**src/rtl/vcr_pkg.sv**
```systemverilog
package vcr_pkg;
  localparam int CR_ADDR_W = 5;

  localparam logic [CR_ADDR_W-1:0] CR_REV  = 5'd0;
  localparam logic [CR_ADDR_W-1:0] CR_CNT  = 5'd1;
  localparam logic [CR_ADDR_W-1:0] CR_LEN  = 5'd2;
  localparam logic [CR_ADDR_W-1:0] CR_COND = 5'd4;
  localparam logic [CR_ADDR_W-1:0] CR_OVF  = 5'd8;
  localparam logic [CR_ADDR_W-1:0] CR_SAT  = 5'd12;

  // one-hot hit vector positions
  localparam int HIT_REV  = 0;
  localparam int HIT_CNT  = 1;
  localparam int HIT_LEN  = 2;
  localparam int HIT_FLG0 = 3;   // cond, ovf, sat follow in order
  localparam int NHIT     = 6;
  localparam int NFLAG    = 3;

  typedef enum logic [1:0] {
    UPD_CMP  = 2'd0,
    UPD_OVF  = 2'd1,
    UPD_SAT  = 2'd2,
    UPD_NONE = 2'd3
  } upd_kind_e;
endpackage

```
**src/rtl/vcr_decode.sv**
```systemverilog
module vcr_decode
  import vcr_pkg::*;
(
  input  logic [CR_ADDR_W-1:0] addr,
  input  logic                 access,
  output logic [NHIT-1:0]      hit,
  output logic                 illegal
);
  always_comb begin
    hit = '0;
    case (addr)
      CR_REV:  hit[HIT_REV]    = 1'b1;
      CR_CNT:  hit[HIT_CNT]    = 1'b1;
      CR_LEN:  hit[HIT_LEN]    = 1'b1;
      CR_COND: hit[HIT_FLG0]   = 1'b1;
      CR_OVF:  hit[HIT_FLG0+1] = 1'b1;
      CR_SAT:  hit[HIT_FLG0+2] = 1'b1;
      default: hit = '0;
    endcase
    illegal = access && (hit == '0);
  end
endmodule

```
**src/rtl/vcr_len_unit.sv**
```systemverilog
module vcr_len_unit #(
  parameter int LEN_W = 8,
  parameter int NELEM = 32
) (
  input  logic             clk,
  input  logic             rst_n,
  input  logic             len_we,
  input  logic [LEN_W-1:0] len_wdata,
  input  logic             issue_valid,
  output logic [LEN_W-1:0] len_q,
  output logic [LEN_W-1:0] act_len,
  output logic             act_err,
  output logic [NELEM-1:0] elem_en
);
  localparam logic [LEN_W-1:0] MAX_LEN = LEN_W'(NELEM);

  // element x takes part when x < n
  function automatic logic [NELEM-1:0] span_mask(input logic [LEN_W-1:0] n);
    span_mask = '0;
    for (int i = 0; i < NELEM; i++)
      span_mask[i] = (int'(n) > i);
  endfunction

  always_ff @(posedge clk or negedge rst_n) begin
    if (!rst_n) begin
      len_q   <= '0;
      act_len <= '0;
      act_err <= 1'b0;
    end else begin
      if (len_we) len_q <= len_wdata;
      if (issue_valid) begin
        act_len <= len_q;
        act_err <= (len_q > MAX_LEN);
      end
    end
  end

  assign elem_en = span_mask(act_len);
endmodule

```
**src/rtl/vcr_flag_reg.sv**
```systemverilog
module vcr_flag_reg #(
  parameter int NELEM  = 32,
  parameter bit STICKY = 1'b1
) (
  input  logic             clk,
  input  logic             rst_n,
  input  logic             sw_we,
  input  logic [NELEM-1:0] sw_data,
  input  logic             hw_we,
  input  logic [NELEM-1:0] hw_mask,
  input  logic [NELEM-1:0] elem_en,
  output logic [NELEM-1:0] q
);
  logic [NELEM-1:0] hw_next;

  generate
    if (STICKY) begin : g_sticky
      assign hw_next = q | (hw_mask & elem_en);
    end else begin : g_replace
      assign hw_next = (q & ~elem_en) | (hw_mask & elem_en);
    end
  endgenerate

  always_ff @(posedge clk or negedge rst_n) begin
    if (!rst_n)     q <= '0;
    else if (sw_we) q <= sw_data;
    else if (hw_we) q <= hw_next;
  end
endmodule

```
**src/rtl/vec_ctrl_regs.sv**
```systemverilog
module vec_ctrl_regs
  import vcr_pkg::*;
#(
  parameter int          DATA_W  = 32,
  parameter int          NELEM   = 32,
  parameter int          LEN_W   = 8,
  parameter logic [7:0]  IMP_NUM = 8'h00,
  parameter logic [7:0]  REV_NUM = 8'h03
) (
  input  logic                 clk,
  input  logic                 rst_n,
  input  logic [DATA_W-1:0]    cnt_in,
  input  logic                 cr_rd_en,
  input  logic                 cr_wr_en,
  input  logic [CR_ADDR_W-1:0] cr_addr,
  input  logic [DATA_W-1:0]    cr_wdata,
  output logic [DATA_W-1:0]    cr_rdata,
  output logic                 cr_illegal,
  input  logic                 issue_valid,
  output logic [LEN_W-1:0]     act_len,
  output logic                 act_err,
  input  logic                 upd_valid,
  input  logic [1:0]           upd_kind,
  input  logic [NELEM-1:0]     upd_mask
);
  localparam logic [DATA_W-1:0] REV_WORD = DATA_W'({IMP_NUM, REV_NUM});

  logic [NHIT-1:0]  hit;
  logic [LEN_W-1:0] len_q;
  logic [NELEM-1:0] elem_en;
  logic [NFLAG-1:0] flag_sw_we;
  logic [NFLAG-1:0] flag_hw_we;
  logic [NELEM-1:0] flag_q [NFLAG];
  logic [NELEM-1:0] cond_q, ovf_q, sat_q;

  vcr_decode u_dec (
    .addr    (cr_addr),
    .access  (cr_rd_en | cr_wr_en),
    .hit     (hit),
    .illegal (cr_illegal)
  );

  vcr_len_unit #(.LEN_W(LEN_W), .NELEM(NELEM)) u_len (
    .clk         (clk),
    .rst_n       (rst_n),
    .len_we      (cr_wr_en & hit[HIT_LEN]),
    .len_wdata   (cr_wdata[LEN_W-1:0]),
    .issue_valid (issue_valid),
    .len_q       (len_q),
    .act_len     (act_len),
    .act_err     (act_err),
    .elem_en     (elem_en)
  );

  // flag g sits at hit index HIT_FLG0+g and answers update kind g
  generate
    for (genvar g = 0; g < NFLAG; g++) begin : g_flag
      assign flag_sw_we[g] = cr_wr_en & hit[HIT_FLG0+g];
      assign flag_hw_we[g] = upd_valid && (upd_kind == 2'(g));
      vcr_flag_reg #(.NELEM(NELEM), .STICKY(g != 0)) u_flag (
        .clk     (clk),
        .rst_n   (rst_n),
        .sw_we   (flag_sw_we[g]),
        .sw_data (cr_wdata[NELEM-1:0]),
        .hw_we   (flag_hw_we[g]),
        .hw_mask (upd_mask),
        .elem_en (elem_en),
        .q       (flag_q[g])
      );
    end
  endgenerate

  assign cond_q = flag_q[0];
  assign ovf_q  = flag_q[1];
  assign sat_q  = flag_q[2];

  always_comb begin
    cr_rdata = '0;
    if (hit[HIT_REV])    cr_rdata = REV_WORD;
    if (hit[HIT_CNT])    cr_rdata = cnt_in;
    if (hit[HIT_LEN])    cr_rdata = DATA_W'(len_q);
    if (hit[HIT_FLG0])   cr_rdata = DATA_W'(cond_q);
    if (hit[HIT_FLG0+1]) cr_rdata = DATA_W'(ovf_q);
    if (hit[HIT_FLG0+2]) cr_rdata = DATA_W'(sat_q);
  end
endmodule

```
**config.mk**
```make
export PLATFORM = sky130hd
export DESIGN_NAME = vec_ctrl_regs
export DESIGN_NICKNAME = d
export VERILOG_FILES = /design/src/rtl/vcr_pkg.sv /design/src/rtl/vcr_decode.sv /design/src/rtl/vcr_len_unit.sv /design/src/rtl/vcr_flag_reg.sv /design/src/rtl/vec_ctrl_regs.sv
export SDC_FILE = /design/constraint.sdc
export NUM_CORES = 1
export LEC_CHECK = 0
export ABC_CLOCK_PERIOD_IN_PS = 1820
export CORE_MARGIN = 2
export CORE_UTILIZATION = 46
export DETAILED_ROUTE_END_ITERATION = 10
export PLACE_DENSITY_LB_ADDON = 0.2
export SYNTH_ARGS = -nofsm -noshare
export SYNTH_HDL_FRONTEND = slang
export SYNTH_SLANG_ARGS = --single-unit
export TNS_END_PERCENT = 1
```
**constraint.sdc**
```tcl
create_clock -name clk -period 1.82 [get_ports clk]
set_clock_uncertainty 0.2 [all_clocks]
set_input_delay 0.364 -clock clk [delete_from_list [all_inputs] [get_ports clk]]
set_output_delay 0.364 -clock clk [all_outputs]
set_load 0.01 [all_outputs]
```
==> summary.md <==
The count of placed standard cells including taps was 1074. The checks that failed: setup timing. The run gives 0 as the number of max-slew violations in the final report. The adder and majority cell fraction of the synthesized area is 0.156%. The Yosys step of the flow raised 0 warnings. The number of nets handed over by synthesis was 825.

Counting flops with an async set or reset pin after synthesis yields a share of 100%. The HPWL after detailed placement is 15.6 mm, and the remaining number of nets flagged by the antenna check after routing is 0. The worst pin sits at a relative slew slack of 72.6%. The most used flip-flop cell after synthesis is sky130_fd_sc_hd__dfrtp_1. The tools report the number of distinct standard cells referenced by the synthesized netlist as 54.

In this run the cell area of the synthesized design comes to 0.00640 mm². The clock reaches the later pin of the worst-skew pair after 0.41 ns. The highest clock frequency the design can meet was 0.418 GHz. For the pin with the worst max-slew slack, the measured transition is 0.409 ns. Startpoint kind of the worst setup timing path: an input port. The die is 122 µm wide.

The peak supply drop is 0.539 mV, and the first-pass iteration count of the detailed router is 6. The tools report the number of global-route vias before repair as 6924. The CTS buffer count was 17; the final wirelength was 23.8 mm.

For this block, the via count after detailed routing is 7115. The area overhead of the layout relative to synthesis was 49.8%. In this run the register-to-register setup slack is -0.11 ns.

The flow ran to the end, but the final reports show violations. The buffering stage count on the worst path with inverters included was 5; the power density normalized to cell area was 1110 mW/mm². In the routed design, unresolved DRC markers number 0. In the final design database the tool counted 1041 nets. Count of port buffers added during placement: 150. In the layout the commonest cells are sky130_fd_sc_hd__a21oi_1, sky130_fd_sc_hd__dfrtp_1, sky130_fd_sc_hd__clkdlybuf4s50_1. Summing the areas of all compound-gate instances in the mapped netlist gives 26.4% of the synthesized area. Leaving out filler cells and counting taps, the final layout contains 1125. The multiplexer area fraction after synthesis came out at 10.8%.

The tools report the endpoint of the most critical setup path as cr_rdata[17]. The proportion of netlist area held by the largest area contributor is 44.2%, and the core area is 0.0137 mm². For this run, the slowest stage of the critical path takes 0.26 ns. Count of max-cap constraint violations: 0. The post-CTS clock slew at the launch and capture registers of the worst setup and hold paths was 0.05 ns.

The starting density of the core is 46.7%. Dividing the detail-routed wire length by the instance count gives 21.2 µm. The share of cells above drive strength 1 works out to 27.0%.

After floorplanning, the core was divided into 43 placement rows. Setup repair after global routing could not meet its margin everywhere. In this run the count of I/O pins placed on the die edge is 151. Routability-driven placement finished with a final weighted congestion of 0.903. Tracing the worst setup path back leads to its startpoint at cr_addr[2].

The repair_antennas step left the layout with diodes totalling 0. The critical register-to-register path startpoint was u_len.act_len[7]. In the post-synthesis netlist, the biggest area contributors are sky130_fd_sc_hd__dfrtp_1, sky130_fd_sc_hd__a21oi_1, sky130_fd_sc_hd__mux2i_1.

Class of the tightest hold or removal check: in -> async. Entering global routing, the biggest net connects 69 pins. For this block, the initial DRC count from the detailed router was 916. Leaving out fill and tap cells, the most frequent cell in the layout is sky130_fd_sc_hd__a21oi_1.

The detail-routed via count per cell is 6.32. STA puts the critical path data arrival time at 1.83 ns. The clock net in this run drives a total of 113 sinks. Counting the fill cells in the layout gives 1017. Hold timing on the final database bottoms out at a slack of 0.161 ns. The tools report the endpoint kind of the worst setup timing path as a primary output. Hold violation total from the final report: 0. Measured in cells, the most critical reg-to-reg path has a length of 6.

The critical path goes through buf_6, or2_4, nor4b_4, buf_6, buf_6, buf_12, a221oi_1, a21oi_1, buf_2. For the initial antenna violation count, the log shows 0. For the worst setup slack after placement, the log shows -1.27 ns.

In this design, the largest share of critical-path delay is due to buffers and inverters. The average footprint of a synthesized cell is 8.94 µm², and the first-pass GRT wire length is 36.1 mm. The total setup violations reported at the end of the flow is 87. The portion of the clock cycle consumed by the worst path in the final layout was 131%. TritonCTS built the clock tree.

The routed design could run at a clock period as short as 2.39 ns. Measured on the finished design, the core utilization comes to 69.9%. The data required time at the worst endpoint came out at 1.26 ns. Final worst-path setup slack: -0.570 ns. In this run, synthesis produced a sequential element count of 113.

The critical path depth is 9, and the total routing resource utilization after global routing is 31.9%. The run gives 44.2% as the part of the Yosys area used for sequential elements. The cell type with the highest aggregate area in the netlist is sky130_fd_sc_hd__dfrtp_1. The die footprint is 0.0149 mm², and the simple-gate area share of the yosys netlist is 13.6%. The worst setup path is of the in -> out kind. The reg-to-reg critical path endpoint is g_flag[2].u_flag.q[0]. Among the stages of the critical path, the cell type that occurs most often is sky130_fd_sc_hd__buf_6. The height of the die is 122 µm, and the parity-gate share of the synthesized area counting xor and xnor cells is 0%. The H-tree generated during clock tree synthesis spans 4 levels. Along the worst path, the maximum fanout reaches 8. The cell chosen for the clock root was sky130_fd_sc_hd__clkbuf_16. The slowest stage of the critical path is the sky130_fd_sc_hd__or2_4 cell. The number of buffers on the longest clock path is 2, and the leakage power summed over all cells is 4.01 nW. The tools report the total grt overflow as 0. The combinational family with the most area after synthesis was compound AO/OA/AOI/OAI gates. Power comes to 10.7 mW. The synthesized design contains 0 enable-type register cells. The run gives 716 as the gate count after technology mapping.
-- cell type report --
type | instances | area [µm²] | share of cell area [%]
multi-input combinational | 533 | 3480 | 36.3
tap | 180 | 225 | 2.35
timing repair buffer | 261 | 2430 | 25.3
sequential | 113 | 2830 | 29.5
clock inverter | 11 | 135 | 1.41
inverter | 6 | 22.5 | 0.235
clock buffer | 21 | 470 | 4.90
-- metal layers --
metal / part of all wire (%) / global-route usage [%] / up-vias
li1: - / - / 3118
met1: 39 / 41.7 / 3453
met2: 48 / 51.5 / 473
met3: 10 / 7.26 / 71
met4: 2.5 / 13.0 / 0
met5: 0 / 0 / -
-- power by group --
part           leakage (nW)  total, mW  internal, mW  switching [mW]
sequential             1.23       3.95          3.35           0.596
combinational          2.48       3.30          1.60            1.71
clock                 0.298       3.40          2.24            1.16
total                  4.01       10.7          7.19            3.46
-- worst min path at each step --
stage / startpoint / to / slack [ns] / cells after the start
2_1_floorplan: rst_n / asynchronous set/reset pin / -0.13 / 0
3_5_place_dp: rst_n / g_flag[1].u_flag.q[26] / 0.05 / 1
6_report: rst_n / g_flag[2].u_flag.q[27] / 0.16 / 2
3_3_place_gp: rst_n / g_flag[1].u_flag.q[26] / 0.04 / 1
4_1_cts: rst_n / asynchronous set/reset pin / 0.17 / 2
5_1_grt: rst_n / asynchronous set/reset pin / 0.17 / 2
-- timing repair --
action	CTS	global route
buffers inserted	12	2
cloned	4	0
endpoints found under the hold margin	113	0
gates resized for setup	206	52
hold buffers	1	0
pin swaps	34	26
endpoints found under the setup margin	144	138
-- cells in the mapped netlist (2+ instances only) --
library cell	n
sky130_fd_sc_hd__o211ai_1	11
sky130_fd_sc_hd__mux2i_1	48
sky130_fd_sc_hd__dfrtp_1	113
sky130_fd_sc_hd__inv_1	6
sky130_fd_sc_hd__a21oi_1	128
sky130_fd_sc_hd__o22ai_1	2
sky130_fd_sc_hd__o2bb2ai_1	2
sky130_fd_sc_hd__a31oi_1	60
sky130_fd_sc_hd__clkbuf_1	27
sky130_fd_sc_hd__nor4_2	2
sky130_fd_sc_hd__and2_1	2
sky130_fd_sc_hd__nor3_1	5
sky130_fd_sc_hd__buf_4	3
sky130_fd_sc_hd__a221oi_1	26
sky130_fd_sc_hd__nand3b_1	2
sky130_fd_sc_hd__nor2b_1	2
sky130_fd_sc_hd__a41oi_1	4
sky130_fd_sc_hd__or4_1	2
sky130_fd_sc_hd__nor2_1	84
sky130_fd_sc_hd__nand3_1	12
sky130_fd_sc_hd__nand4_1	2
sky130_fd_sc_hd__and3b_1	3
sky130_fd_sc_hd__mux2_2	19
sky130_fd_sc_hd__buf_2	32
sky130_fd_sc_hd__nand2_1	58
sky130_fd_sc_hd__a222oi_1	6
sky130_fd_sc_hd__a211oi_1	4
sky130_fd_sc_hd__o21ai_0	25
-- through the flow --
stage          instance area (µm²)  setup TNS [ns]
2_1_floorplan                 6480           -4.61
3_3_place_gp                  8670         -112.44
3_5_place_dp                  8670         -121.56
4_1_cts                       9420          -17.80
5_1_grt                       9590          -24.43
6_report                      9590          -18.75
-- kinds of logic (layout without fill, tap and decap cells) --
family	after synthesis	after routing
DFF	113	113
adders and majority gates	1	1
buffers and inverters	70	299
and+or+nand+nor	187	187
muxes	67	67
AOI/OAI and AO/OA	278	278
Note: power is estimated with default switching activity, not from simulation.
